**src/rtl/cwf_pkg.sv**
```systemverilog
package cwf_pkg;

  typedef enum logic [1:0] {
    FILL_WRAP    = 2'd0,
    FILL_PAIR    = 2'd1,
    FILL_SEQ     = 2'd2,
    FILL_SEQ_ALT = 2'd3
  } fill_mode_e;

  typedef enum logic [2:0] {
    ST_IDLE  = 3'd0,
    ST_ISSUE = 3'd1,
    ST_WAIT  = 3'd2,
    ST_DRAIN = 3'd3,
    ST_DONE  = 3'd4
  } fill_state_e;

endpackage

```
**src/rtl/cwf_rst_sync.sv**
```systemverilog
module cwf_rst_sync #(
  parameter int STAGES = 2
) (
  input  logic clk,
  input  logic rst_n_in,
  output logic rst_n_out
);

  logic [STAGES-1:0] sync_q;
  logic [STAGES-1:0] sync_d;

  always_comb begin
    sync_d = {sync_q[STAGES-2:0], 1'b1};
  end

  always_ff @(posedge clk or negedge rst_n_in) begin
    if (!rst_n_in) begin
      sync_q <= '0;
    end else begin
      sync_q <= sync_d;
    end
  end

  assign rst_n_out = sync_q[STAGES-1];

endmodule

```
**src/rtl/cwf_order_gen.sv**
```systemverilog
module cwf_order_gen
  import cwf_pkg::*;
#(
  parameter int OFF_W = 2
) (
  input  logic [OFF_W-1:0] start_off,
  input  fill_mode_e       mode,
  input  logic [OFF_W-1:0] beat,
  output logic [OFF_W-1:0] word_off
);

  always_comb begin
    case (mode)
      FILL_WRAP: word_off = start_off + beat;
      FILL_PAIR: word_off = start_off ^ beat;
      default:   word_off = beat;
    endcase
  end

endmodule

```
**src/rtl/cwf_ctrl.sv**
```systemverilog
module cwf_ctrl
  import cwf_pkg::*;
#(
  parameter int ADDR_W = 28,
  parameter int OFF_W  = 2
) (
  input  logic                    clk,
  input  logic                    rst_n,
  input  logic                    req_valid,
  input  logic [ADDR_W-1:0]       req_line,
  input  logic [OFF_W-1:0]        req_off,
  input  logic [1:0]              req_mode,
  output logic                    req_ready,
  output logic                    busy,
  input  logic [OFF_W-1:0]        word_off,
  output logic [OFF_W-1:0]        beat_q,
  output logic [OFF_W-1:0]        start_q,
  output fill_mode_e              mode_q,
  output logic                    mem_req_valid,
  output logic [ADDR_W+OFF_W-1:0] mem_req_addr,
  input  logic                    mem_req_ready,
  input  logic                    mem_rsp_valid,
  output logic                    mem_rsp_ready,
  output logic                    take,
  output logic                    fill_done
);

  localparam logic [OFF_W-1:0] LAST_BEAT = '1;

  fill_state_e       state_q, state_d;
  logic [OFF_W-1:0]  beat_d;
  logic [ADDR_W-1:0] line_q;
  logic              accept;

  assign req_ready     = (state_q == ST_IDLE);
  assign busy          = (state_q != ST_IDLE);
  assign accept        = req_valid && req_ready;
  assign mem_req_valid = (state_q == ST_ISSUE);
  assign mem_rsp_ready = (state_q == ST_WAIT);
  assign take          = mem_rsp_ready && mem_rsp_valid;
  assign fill_done     = (state_q == ST_DONE);
  assign mem_req_addr  = {line_q, word_off};

  always_comb begin
    state_d = state_q;
    beat_d  = beat_q;
    case (state_q)
      ST_IDLE: begin
        if (accept) begin
          state_d = ST_ISSUE;
          beat_d  = '0;
        end
      end
      ST_ISSUE: begin
        if (mem_req_ready) begin
          state_d = ST_WAIT;
        end
      end
      ST_WAIT: begin
        if (mem_rsp_valid) begin
          if (beat_q == LAST_BEAT) begin
            state_d = ST_DRAIN;
          end else begin
            beat_d  = beat_q + 1'b1;
            state_d = ST_ISSUE;
          end
        end
      end
      ST_DRAIN: state_d = ST_DONE;
      ST_DONE:  state_d = ST_IDLE;
      default:  state_d = ST_IDLE;
    endcase
  end

  always_ff @(posedge clk or negedge rst_n) begin
    if (!rst_n) begin
      state_q <= ST_IDLE;
      beat_q  <= '0;
    end else begin
      state_q <= state_d;
      beat_q  <= beat_d;
    end
  end

  always_ff @(posedge clk) begin
    if (accept) begin
      line_q  <= req_line;
      start_q <= req_off;
      mode_q  <= fill_mode_e'(req_mode);
    end
  end

  // a read waiting for the memory keeps its address
  p_req_hold_r6: assert property (@(posedge clk) disable iff (!rst_n)
    mem_req_valid && !mem_req_ready |=> mem_req_valid && $stable(mem_req_addr));

  // the latched order and offset do not move during a fill
  p_cfg_held_r2: assert property (@(posedge clk) disable iff (!rst_n)
    busy && $past(busy) |-> $stable(mode_q) && $stable(start_q));

endmodule

```
**src/rtl/cwf_beat_out.sv**
```systemverilog
module cwf_beat_out #(
  parameter int OFF_W  = 2,
  parameter int DATA_W = 32
) (
  input  logic              clk,
  input  logic              rst_n,
  input  logic              take,
  input  logic              take_crit,
  input  logic [OFF_W-1:0]  take_off,
  input  logic [DATA_W-1:0] take_data,
  output logic              lb_we,
  output logic [OFF_W-1:0]  lb_idx,
  output logic [DATA_W-1:0] lb_data,
  output logic              crit_valid,
  output logic [DATA_W-1:0] crit_data
);

  logic we_d, crit_d;

  always_comb begin
    we_d   = take;
    crit_d = take && take_crit;
  end

  always_ff @(posedge clk or negedge rst_n) begin
    if (!rst_n) begin
      lb_we      <= 1'b0;
      crit_valid <= 1'b0;
    end else begin
      lb_we      <= we_d;
      crit_valid <= crit_d;
    end
  end

  always_ff @(posedge clk) begin
    if (take) begin
      lb_idx  <= take_off;
      lb_data <= take_data;
    end
  end

  assign crit_data = lb_data;

endmodule

```
**src/rtl/line_fill_seq.sv**
```systemverilog
module line_fill_seq
  import cwf_pkg::*;
#(
  parameter int ADDR_W = 28,
  parameter int OFF_W  = 2,
  parameter int DATA_W = 32
) (
  input  logic                    clk,
  input  logic                    rst_n,
  input  logic                    req_valid,
  input  logic [ADDR_W-1:0]       req_line,
  input  logic [OFF_W-1:0]        req_off,
  input  logic [1:0]              req_mode,
  output logic                    req_ready,
  output logic                    busy,
  output logic                    mem_req_valid,
  output logic [ADDR_W+OFF_W-1:0] mem_req_addr,
  input  logic                    mem_req_ready,
  input  logic                    mem_rsp_valid,
  input  logic [DATA_W-1:0]       mem_rsp_data,
  output logic                    mem_rsp_ready,
  output logic                    lb_we,
  output logic [OFF_W-1:0]        lb_idx,
  output logic [DATA_W-1:0]       lb_data,
  output logic                    crit_valid,
  output logic [DATA_W-1:0]       crit_data,
  output logic                    fill_done
);

  logic             rst_n_s;
  logic [OFF_W-1:0] beat_q, start_q, word_off;
  fill_mode_e       mode_q;
  logic             take, take_crit;

  cwf_rst_sync #(.STAGES(2)) u_rst (
    .clk      (clk),
    .rst_n_in (rst_n),
    .rst_n_out(rst_n_s)
  );

  cwf_order_gen #(.OFF_W(OFF_W)) u_order (
    .start_off(start_q),
    .mode     (mode_q),
    .beat     (beat_q),
    .word_off (word_off)
  );

  cwf_ctrl #(.ADDR_W(ADDR_W), .OFF_W(OFF_W)) u_ctrl (
    .clk          (clk),
    .rst_n        (rst_n_s),
    .req_valid    (req_valid),
    .req_line     (req_line),
    .req_off      (req_off),
    .req_mode     (req_mode),
    .req_ready    (req_ready),
    .busy         (busy),
    .word_off     (word_off),
    .beat_q       (beat_q),
    .start_q      (start_q),
    .mode_q       (mode_q),
    .mem_req_valid(mem_req_valid),
    .mem_req_addr (mem_req_addr),
    .mem_req_ready(mem_req_ready),
    .mem_rsp_valid(mem_rsp_valid),
    .mem_rsp_ready(mem_rsp_ready),
    .take         (take),
    .fill_done    (fill_done)
  );

  assign take_crit = (word_off == start_q);

  cwf_beat_out #(.OFF_W(OFF_W), .DATA_W(DATA_W)) u_out (
    .clk       (clk),
    .rst_n     (rst_n_s),
    .take      (take),
    .take_crit (take_crit),
    .take_off  (word_off),
    .take_data (mem_rsp_data),
    .lb_we     (lb_we),
    .lb_idx    (lb_idx),
    .lb_data   (lb_data),
    .crit_valid(crit_valid),
    .crit_data (crit_data)
  );

  // every write strobe follows a taken response
  p_wr_after_rsp_r7: assert property (@(posedge clk) disable iff (!rst_n_s)
    lb_we |-> $past(mem_rsp_valid && mem_rsp_ready));

  // the critical pulse rides on the strobe of the missed word
  p_crit_on_write_r8: assert property (@(posedge clk) disable iff (!rst_n_s)
    crit_valid |-> lb_we && (lb_idx == start_q));

  // end pulse comes after a strobe, not with one
  p_done_after_wr_r9: assert property (@(posedge clk) disable iff (!rst_n_s)
    fill_done |-> $past(lb_we) && !lb_we);

  // one-cycle end pulse, then idle
  p_done_then_idle_r9: assert property (@(posedge clk) disable iff (!rst_n_s)
    fill_done |=> !fill_done && !busy);

endmodule

```
**config.mk**
```make
export PLATFORM = sky130hd
export DESIGN_NAME = line_fill_seq
export DESIGN_NICKNAME = d
export VERILOG_FILES = /design/src/rtl/cwf_pkg.sv /design/src/rtl/cwf_rst_sync.sv /design/src/rtl/cwf_order_gen.sv /design/src/rtl/cwf_ctrl.sv /design/src/rtl/cwf_beat_out.sv /design/src/rtl/line_fill_seq.sv
export SDC_FILE = /design/constraint.sdc
export NUM_CORES = 1
export LEC_CHECK = 0
export BUFFER_PORTS_ARGS = -buffer_cell sky130_fd_sc_hd__buf_2
export CORE_MARGIN = 5
export CORE_UTILIZATION = 42
export DETAILED_ROUTE_END_ITERATION = 16
export PLACE_DENSITY = 0.86
export SLEW_MARGIN = 15
export SYNTH_ARGS = -nofsm -noshare
export SYNTH_HDL_FRONTEND = slang
export SYNTH_SLANG_ARGS = --single-unit
```
**constraint.sdc**
```tcl
create_clock -name clk -period 1.5 [get_ports clk]
set_input_delay 0.3 -clock clk [delete_from_list [all_inputs] [get_ports clk]]
set_output_delay 0.3 -clock clk [all_outputs]
set_load 0.03 [all_outputs]
```
==> metrics.md, run 1 <==
| Metric | Value |
|---|---|
| Final WL | 6810 um |
| Crit path capture type | output pin |
| DRC viols | 0 |
| Mapped Area | 2720 um^2 |
| Layout cells sized above 1 | 68.3% |
| DP HPWL | 4910 um |
| Register area share after synthesis | 81.2% |
| Synth top area share | 72.9% |
| Mapped Nets | 220 |
| Pwr/cell area | 1960 nW/um^2 |
| Final WS setup | -0.432 ns |
| VDD IR-drop max | 0.00113 V |
| Tightest Hold Check Type | reg2async |
| # rows | 29 |
| Largest delay share family, worst path | flip-flops |
| Crit-path max cell delay | 0.39 ns |
| Clock slew at reported path FFs | 0.08 ns |
| Initial DRC count | 42 |
| Max Fclk | 0.518 GHz |
| # diodes | 0 |
| Max FO, Critical Path | 2 |
| Synth unique cells | 27 |
| Vias in the first global route | 1978 |
| Die Y | 90.5 um |
| Synth Instances | 149 |
| IO buf count | 171 |
| First-pass GRT wire length | 10200 um |
| Clk_skew | 0.00806 ns |
| Total grt overflow | 0 |
| Largest net degree at the start of global routing | 33 |
| Post-DR vias/cell | 4.62 |
| Crit path DAT | 1.63 ns |
| Final Cycle Share | 129% |
| CTS tree | yes |
| Synth Warn # | 0 |
| Crit path time final | 1.93 ns |
| Critical Path, Cell by Cell | ha_2, nor2b_4, xnor2_1, nor2_1, xor2_2, buf_6 |
| Reg area | 2210 um^2 |
| CTS root buf | clkbuf_8 |
| ANT nets after route | 0 |
| Die width | 90.5 um |
| Vias | 1872 |
| Top post-synthesis cells by area | edfxtp_1 73%, buf_4 8.8%, dfrtp_1 8.3% |
| Avg Synthesized Cell Area | 18.2 um^2 |
| Synth area leader | edfxtp_1 |
| Worst EP required | 1.20 ns |
| First-pass DRT Iterations | 4 |
| Finished Core Util | 64.0% |
| P&R area growth vs syn | 48.6% |
| Final setup violation count | 26 |
| Hold Vio Cnt, Final | 0 |
| RSZ-0062 raised after global routing | yes |
| Synthesized flop and latch total | 75 |
| Crit Path Class | reg2out |
| Longest Clk Path Bufs | 2 |
| Total Die Area | 8180 um^2 |
| Fin Hold WS | 0.124 ns |
| Outcome | finished, violations left |
| Crit path buf inv count | 1 |
| # nets final | 394 |
| Initial antenna violation count | 0 |
| CORE AREA | 6310 um^2 |
| Slowest-stage cell, CP | dfrtp_1 |
| I/O pin cnt | 172 |
| Routed len/inst | 16.8 um |
| H-tree levels | 3 |
| Final slew viol count | 0 |
| Starting Density | 43.1% |
| Multi-input logic area | 322 um^2 |
| Max Cap Viol | 0 |
| Clock Latency Late Sink | 0.33 ns |
| Fill count | 493 |
| Placer Congestion | 0.757 |
| CTS buffer count | 9 |
| Global Route Usage Sum | 16.0% |
| Setup crit start kind | flop |
| CTS sink cnt | 75 |
| Violated checks | negative setup slack |
| Pleak | 1.82 nW |
## power by group
group / internal (mW) / switching, mW
sequential: 2.78 / 0.204
combinational: 1.16 / 1.82
clock: 1.27 / 0.680
## area by class of cell
cell class,instances,area share (%)
flip-flops and latches,75,54.7
repair buffers,195,28.4
multi-input cells,40,7.96
clock buffers,11,3.25
clock inverters,5,3.10
well taps,77,2.38
inverters,2,0.186
## layer usage
layer  wire length (um)  share of wire [%]  track usage [%]  vias up
met5                  0                  0                0        -
met4                107                1.6             5.96        0
met3                823                 12             9.50       12
met2               3730                 55             28.2      120
met1               2150                 32             15.0      881
li1                   -                  -                -      859
## registers in the layout, indices dropped and copies added, names as in the netlist
| name | cells |
|---|---|
| u_out.crit_data | 32 |
| u_ctrl.line_q | 28 |
| u_ctrl.state_q | 3 |
| u_ctrl.beat_q | 2 |
| u_ctrl.mode_q | 2 |
| u_ctrl.start_q | 2 |
| u_out.lb_idx | 2 |
| u_rst.sync_q | 2 |
| u_out.crit_valid | 1 |
| u_out.lb_we | 1 |
## logic make-up (layout without fill, tap and decap cells)
kind of cell / after synthesis / after routing / synth area share [%]
buf+inv: 35 / 213 / 9.30
simple gates: 24 / 25 / 4.83
fa+ha+maj: 2 / 2 / 0.920
other cells: 1 / 1 / 0.138
xor+xnor: 4 / 4 / 1.29
mux: 2 / 2 / 0.920
compound gates: 6 / 6 / 1.43
flops: 75 / 75 / 81.2
## timing repair
item                       4_1_cts  5_1_grt
hold endpoints to repair         2        0
hold buffers                     1        0
pin swaps                        5        7
gates resized for setup         19        4
setup endpoints to repair        7       70
gates cloned                     0        4
buffers inserted                 7        7
## final timing paths
path                                                    start                            end  slack (ns)  depth (start not counted)
worst min-delay path                u_rst.sync_q[1]$_DFF_PN0_     u_out.crit_valid$_DFF_PN0_        0.12                          0
worst max-delay path             u_ctrl.beat_q[0]$_DFFE_PN0P_                mem_req_addr[1]       -0.43                          6
worst max register to register  u_ctrl.state_q[0]$_DFFE_PN0P_   u_out.crit_data[4]$_DFFE_PP_       -0.01                          5
worst min register to register      u_rst.sync_q[1]$_DFF_PN0_     u_out.crit_valid$_DFF_PN0_        0.12                          0
min in group clk                              mem_rsp_data[7]   u_out.crit_data[7]$_DFFE_PP_        0.14                          1
max in group asynchronous           u_rst.sync_q[1]$_DFF_PN0_  u_ctrl.state_q[0]$_DFFE_PN0P_        1.12                          0
## stage by stage
step / instance area, um^2 / power (mW) / cells / TNS [ns] / setup slack (ns)
floorplan: 2770 / 4.68 / 149 / -2.60 / -0.137
global placement: 3540 / 5.29 / 371 / -0.129 / -0.129
global route: 4040 / 8.29 / 405 / -2.56 / -0.541
CTS: 3910 / 7.66 / 395 / -0.932 / -0.467
detailed placement: 3540 / 5.37 / 371 / -0.155 / -0.155
finish: 4040 / 7.91 / 405 / -1.05 / -0.432
## cell usage in the layout (no fill, tap or decap), types with 2 or more instances in the layout
master and n:
buf_2 164, edfxtp_1 66, buf_4 15, buf_6 12, clkbuf_8 9, dfrtp_1 7
nor2_1 5, nand2_1 4, bufinv_16 4, and2_4 3, xnor2_1 2, nor3b_2 2
o21ai_0 2, nand3_1 2, a31oi_1 2, clkbuf_1 2, clkbuf_16 2, dfrtp_2 2
## Yosys cell counts
cell      count
nand2_1       4
buf_2         1
a31oi_1       2
dfrtp_1       9
ha_1          2
nand3_1       2
buf_4        32
edfxtp_1     66
nor2_2        1
inv_1         2
a211oi_1      1
xnor2_1       2
o21ai_0       2
and3_1        1
nor2b_1       2
conb_1        1
nor2_1        5
nand4_1       1
and2_1        2
a22o_1        1
xor2_1        2
nand2b_1      1
mux2i_1       1
mux2_4        1
nor3b_1       2
nor3_1        2
nor3b_2       1
(Power assumes the default switching activity.)
==> inputs of run 2 (changes only) <==
--- a/config.mk
+++ b/config.mk
@@ -9,7 +9,7 @@
 export CORE_MARGIN = 5
 export CORE_UTILIZATION = 42
 export DETAILED_ROUTE_END_ITERATION = 16
-export PLACE_DENSITY = 0.86
+export PLACE_DENSITY = 0.88
 export SLEW_MARGIN = 15
 export SYNTH_ARGS = -nofsm -noshare
 export SYNTH_HDL_FRONTEND = slang
==> metrics.md, run 2 (synthesis gave the netlist of run 1 again) <==
| Metric | Value |
|---|---|
| Crit path time final | 1.94 ns (+0.00883 ns) |
| Final WS setup | -0.440 ns (-0.00883 ns) |
| Crit path DAT | 1.64 ns (about the same) |
| CTS tree | yes |
| Outcome | finished, violations left |
| Pleak | 1.83 nW (+0.62%) |
| Part of the power in combinational logic | 38.7% (+1.1 points) |
| Worst EP required | 1.20 ns (about the same) |
| Max FO, Critical Path | 2 (unchanged) |
| Initial antenna violation count | 0 (unchanged) |
| P&R area growth vs syn | 50.2% |
| Slowest-stage cell, CP | edfxtp_1 |
| Largest net degree at the start of global routing | 37 (+12%) |
| Reg power frac | 38.1% (+0.4 points) |
| RSZ-0062 raised after global routing | yes |
| Starting Density | 43.1% (unchanged) |
| Largest register FFs | 32 (unchanged) |
| Vias | 1867 (-0.27%) |
| Pwr/cell area | 1920 nW/um^2 (-1.7%) |
| I/O pin cnt | 172 (unchanged) |
| CORE AREA | 6310 um^2 (unchanged) |
| Layout cells sized above 1 | 69.3% (+1.0 points) |
| Setup crit start kind | flop |
| Internal power | 5.10 mW (-2.1%) |
| Crit path capture type | output pin |
| Post-DR vias/cell | 4.60 (-0.51%) |
| Clk_skew | 0.00543 ns (-0.00262 ns) |
| First-pass DRT Iterations | 4 (unchanged) |
| CTS root buf | clkbuf_8 |
| Global Route Usage Sum | 15.8% (-0.16 points) |
| Switching share of power | 35.1% (+0.93 points) |
| # nets final | 395 (+0.25%) |
| First-pass GRT wire length | 10100 um (-0.68%) |
| Initial DRC count | 40 (-4.8%) |
| Dpl ws | -0.225 ns (-0.0703 ns) |
| Critical Path, Cell by Cell | ha_2, nor2b_4, xnor2_2, nor2_2, xor2_2, buf_6 |
| Clock Latency Late Sink | 0.33 ns (about the same) |
| Largest delay share family, worst path | flip-flops |
| ANT nets after route | 0 (unchanged) |
| Clock slew at reported path FFs | 0.08 ns (about the same) |
| Longest Clk Path Bufs | 2 (unchanged) |
| Vias in the first global route | 1943 (-1.8%) |
| Crit path buf inv count | 1 (unchanged) |
| Stages on the worst setup path | 6 (unchanged) |
| Most frequent cells in the layout | 165 x buf_2, 66 x edfxtp_1, 14 x buf_4 |
| Routed len/inst | 16.4 um (-2.5%) |
| Total grt overflow | 0 (unchanged) |
| IO buf count | 171 (unchanged) |
| CTS buffer count | 9 (unchanged) |
| Total Die Area | 8180 um^2 (unchanged) |
| Clock network power share | 23.2% (-1.5 points) |
| # diodes | 0 (unchanged) |
| Final setup violation count | 72 (+180%) |
| H-tree levels | 3 (unchanged) |
| CTS sink cnt | 75 (unchanged) |
| Final slew viol count | 0 (unchanged) |
| DRC viols | 0 (unchanged) |
| Final WL | 6660 um (-2.2%) |
| Die width | 90.5 um (unchanged) |
| Worst r2r path cells | 5 (unchanged) |
| Commonest non-fill, non-tap cell in the layout | buf_2 |
| Max Cap Viol | 0 (unchanged) |
| Crit-path max cell delay | 0.40 ns (about the same) |
| Max Fclk | 0.515 GHz (-0.45%) |
| Tot Pwr | 7.85 mW (-0.69%) |
| VDD IR-drop max | 0.00107 V (-4.9%) |
| Violated checks | negative setup slack |
| DP HPWL | 4910 um (-0.17%) |
| Tightest Hold Check Type | reg2async |
| # rows | 29 (unchanged) |
| Crit Path Class | reg2out |
| Final Cycle Share | 129% (+0.59 points) |
| Hold Vio Cnt, Final | 0 (unchanged) |
| Die Y | 90.5 um (unchanged) |
| Placer Congestion | 0.781 (+3.2%) |
| Total net switching power | 2.75 mW (+2.0%) |
| R2R Setup Slk | -0.08 ns (-0.07 ns) |
[run 2: cell count changes in the layout (fill, tap and decap cells not counted), sizes merged]
cell      delta
clkinvlp     +1
clkbuf       -2
clkinv       +1
inv          +1
and2         -1
bufinv       -1
buf          +2
[run 2: power by group through the flow]
| stage | sequential, mW | combinational [mW] | clock, mW |
|---|---|---|---|
| after detailed placement | 3.03 | 2.40 | 0 |
| after CTS | 2.99 | 2.86 | 1.86 |
| after floorplan | 3.60 | 1.08 | 0 |
| final | 2.99 | 3.04 | 1.82 |
| after global routing | 3.04 | 3.21 | 1.98 |
| after global placement | 3.00 | 2.34 | 0 |
[run 2: metrics by stage]
step,cell area (um^2),setup TNS [ns],hold WS [ns],cells,util (%)
detailed placement,3560,-0.225,0.0898,370,56.3
global placement,3560,-0.136,0.0882,370,56.3
finish,4080,-4.31,0.132,406,64.7
global route,4080,-7.57,0.111,406,64.7
floorplan,2770,-2.60,0.00441,149,-
CTS,3960,-1.65,0.119,396,62.7
[run 2: metal layers]
layer	vias to the layer above	part of all wire, %	GRT usage (%)
li1	857	-	-
met1	888	33	16.1
met5	-	0	0
met4	0	0.80	4.96
met3	4	13	8.50
met2	118	53	27.6
[run 2: final timing paths]
kind                                                from                            end
hold / removal                 u_rst.sync_q[1]$_DFF_PN0_  u_ctrl.state_q[1]$_DFFE_PN0P_
setup reg to reg           u_ctrl.state_q[0]$_DFFE_PN0P_   u_out.crit_data[0]$_DFFE_PP_
hold reg to reg                u_rst.sync_q[1]$_DFF_PN0_  u_ctrl.state_q[1]$_DFFE_PN0P_
max in group asynchronous      u_rst.sync_q[1]$_DFF_PN0_  u_ctrl.state_q[2]$_DFFE_PN0P_
min in group clk                         mem_rsp_data[3]   u_out.crit_data[3]$_DFFE_PP_
setup / recovery             u_ctrl.start_q[0]$_DFFE_PP_                mem_req_addr[1]
[run 2: what timing repair did]
item | in CTS | in global routing
gates resized for setup | 23 | 1
endpoints found under the setup margin | 7 | 71
gates cloned | 1 | 5
buffers inserted | 8 | 6
hold buffers | 1 | 0
pin swaps | 7 | 0
endpoints found under the hold margin | 2 | 0
[run 2: cell type report]
cell class	instances	area, um^2
fill	478	2230
sequential	75	2210
timing repair buffer	197	1200
multi-input combinational	39	329
clock buffer	9	124
clock inverter	7	115
tap	77	96.3
inverter	2	10.0
==> inputs of run 3 (changes only) <==
--- a/config.mk
+++ b/config.mk
@@ -5,6 +5,7 @@
 export SDC_FILE = /design/constraint.sdc
 export NUM_CORES = 1
 export LEC_CHECK = 0
+export ABC_AREA = 0
 export BUFFER_PORTS_ARGS = -buffer_cell sky130_fd_sc_hd__buf_2
 export CORE_MARGIN = 5
 export CORE_UTILIZATION = 42
@@ -14,3 +15,4 @@
 export SYNTH_ARGS = -nofsm -noshare
 export SYNTH_HDL_FRONTEND = slang
 export SYNTH_SLANG_ARGS = --single-unit
+export TNS_END_PERCENT = 20
==> metrics.md, run 3 (synthesis gave the netlist of run 1 again) <==
| Metric | Value |
|---|---|
| Pwr/cell area | 1850 nW/um^2 (-3.6%) |
| Outcome | finished, violations left |
| Dpl ws | -0.196 ns (+0.0294 ns) |
| CTS buffer count | 9 (unchanged) |
| Crit path capture type | output pin |
| Crit path DAT | 1.66 ns (+0.02 ns) |
| ANT nets after route | 0 (unchanged) |
| I/O pin cnt | 172 (unchanged) |
| Total grt overflow | 0 (unchanged) |
| Slowest-stage cell, CP | edfxtp_1 |
| Largest net degree at the start of global routing | 37 (unchanged) |
| Die width | 90.5 um (unchanged) |
| Fin Hold WS | 0.135 ns (+0.00312 ns) |
| H-tree levels | 3 (unchanged) |
| R2R Setup Slk | 0.07 ns (+0.15 ns) |
| Initial antenna violation count | 0 (unchanged) |
| # nets final | 376 (-4.8%) |
| Final TNS setup | -1.01 ns (+3.30 ns) |
| Clock Latency Late Sink | 0.33 ns (about the same) |
| Tot Pwr | 7.02 mW (-11%) |
| CTS tree | yes |
| Post-Layout Cell Count | 387 (-4.7%) |
| Longest Clk Path Bufs | 2 (unchanged) |
| RSZ-0062 raised after global routing | yes |
| Cell count after placement | 370 (unchanged) |
| P&R area growth vs syn | 39.3% |
| Starting Density | 43.1% (unchanged) |
| Crit path time final | 1.96 ns (+0.0246 ns) |
| Final WS setup | -0.465 ns (-0.0246 ns) |
| CORE AREA | 6310 um^2 (unchanged) |
| First-pass DRT Iterations | 4 (unchanged) |
| Setup crit start kind | flop |
| IO buf count | 171 (unchanged) |
| Final Cycle Share | 131% (+1.6 points) |
| Global Route Usage Sum | 15.0% (-0.81 points) |
| Vias in the first global route | 1918 (-1.3%) |
| DP HPWL | 4800 um (-2.2%) |
| Commonest non-fill, non-tap cell in the layout | buf_2 |
| Worst EP required | 1.20 ns (about the same) |
| Post-DR vias/cell | 4.54 (-1.3%) |
| Pleak | 1.69 nW (-7.8%) |
| Die Y | 90.5 um (unchanged) |
| Layout cells sized above 1 | 66.1% (-3.2 points) |
| Max Fclk | 0.509 GHz (-1.2%) |
| First-pass GRT wire length | 9560 um (-5.4%) |
| Total Die Area | 8180 um^2 (unchanged) |
| Vias | 1757 (-5.9%) |
| Final slew viol count | 0 (unchanged) |
| Hold Vio Cnt, Final | 0 (unchanged) |
| Placer Congestion | 0.781 (about the same) |
| Max FO, Critical Path | 2 (unchanged) |
| Largest register FFs | 32 (unchanged) |
| Clk_skew | 0.00692 ns (+0.00149 ns) |
| VDD IR-drop max | 0.00104 V (-2.8%) |
| Final WL | 6080 um (-8.7%) |
| Initial DRC count | 53 (+33%) |
| Final setup violation count | 5 (-93%) |
| Tightest Hold Check Type | reg2async |
| CTS root buf | clkbuf_8 |
| Most frequent cells in the layout | 165 x buf_2, 66 x edfxtp_1, 10 x clkbuf_8 |
| CTS sink cnt | 75 (unchanged) |
| Clock slew at reported path FFs | 0.07 ns (about the same) |
| Crit Path Class | reg2out |
| Crit-path max cell delay | 0.40 ns (about the same) |
| # diodes | 0 (unchanged) |
| DRC viols | 0 (unchanged) |
| Violated checks | negative setup slack |
| Critical Path, Cell by Cell | ha_2, nor2b_4, xnor2_1, nor2_1, xor2_2, buf_6 |
| Routed len/inst | 15.7 um (-4.2%) |
| Max Cap Viol | 0 (unchanged) |
| Setup Fix Bufs, Post-CTS | 0 (-8) |
| # rows | 29 (unchanged) |
-- run 3: through the flow --
| stage | instance area, um^2 | utilization (%) |
|---|---|---|
| finish | 3790 | 60.0 |
| global route | 3790 | 60.0 |
| CTS | 3770 | 59.8 |
| detailed placement | 3520 | 55.8 |
| global placement | 3520 | 55.8 |
| floorplan | 2760 | - |
-- run 3: final timing paths --
path                       cells after the start                            end                           from
min in group clk                               1    u_ctrl.line_q[19]$_DFFE_PP_                   req_line[19]
min reg2reg                                    0  u_ctrl.state_q[2]$_DFFE_PN0P_      u_rst.sync_q[1]$_DFF_PN0_
min                                            0  u_ctrl.state_q[2]$_DFFE_PN0P_      u_rst.sync_q[1]$_DFF_PN0_
max                                            6                mem_req_addr[1]    u_ctrl.start_q[0]$_DFFE_PP_
max reg2reg                                    2    u_ctrl.line_q[17]$_DFFE_PP_  u_ctrl.state_q[1]$_DFFE_PN0P_
max in group asynchronous                      0  u_ctrl.state_q[0]$_DFFE_PN0P_      u_rst.sync_q[1]$_DFF_PN0_
-- run 3: worst max-delay path, delay by kind of cell, from the launching register on --
family                   cells  cell delay [ns]
XOR/XNOR                     2             0.31
flip-flops                   1             0.40
adder cells (fa/ha/maj)      1             0.18
buffers and inverters        1             0.16
AND/OR/NAND/NOR              2             0.29
-- run 3: cell type report --
cell class                 instances  area, um^2
fill                             519        2530
sequential                        75        2210
timing repair buffer             178         946
multi-input combinational         39         309
clock buffer                      11         141
tap                               77        96.3
clock inverter                     5        77.6
inverter                           2        7.51
-- run 3: metal layers --
metal	track usage [%]	part of all wire [%]	wire length (um)	vias up
met2	24.6	50	3070	119
met3	10.1	15	922	7
met5	0	0	0	-
li1	-	-	-	820
met1	15.3	33	2030	811
met4	4.96	1.0	61	0
-- run 3: power breakdown --
group          total [mW]  leakage (nW)  internal, mW  switching (mW)
registers            2.96         0.722          2.78           0.186
clock network        1.65         0.109         0.977           0.674
logic                2.41         0.857         0.749            1.66
-- run 3: repair_timing --
item	CTS	global route
pin swaps	2	0
hold buffers	1	0
hold endpoints to repair	2	0
resized for setup	8	2
setup endpoints to repair	7	8
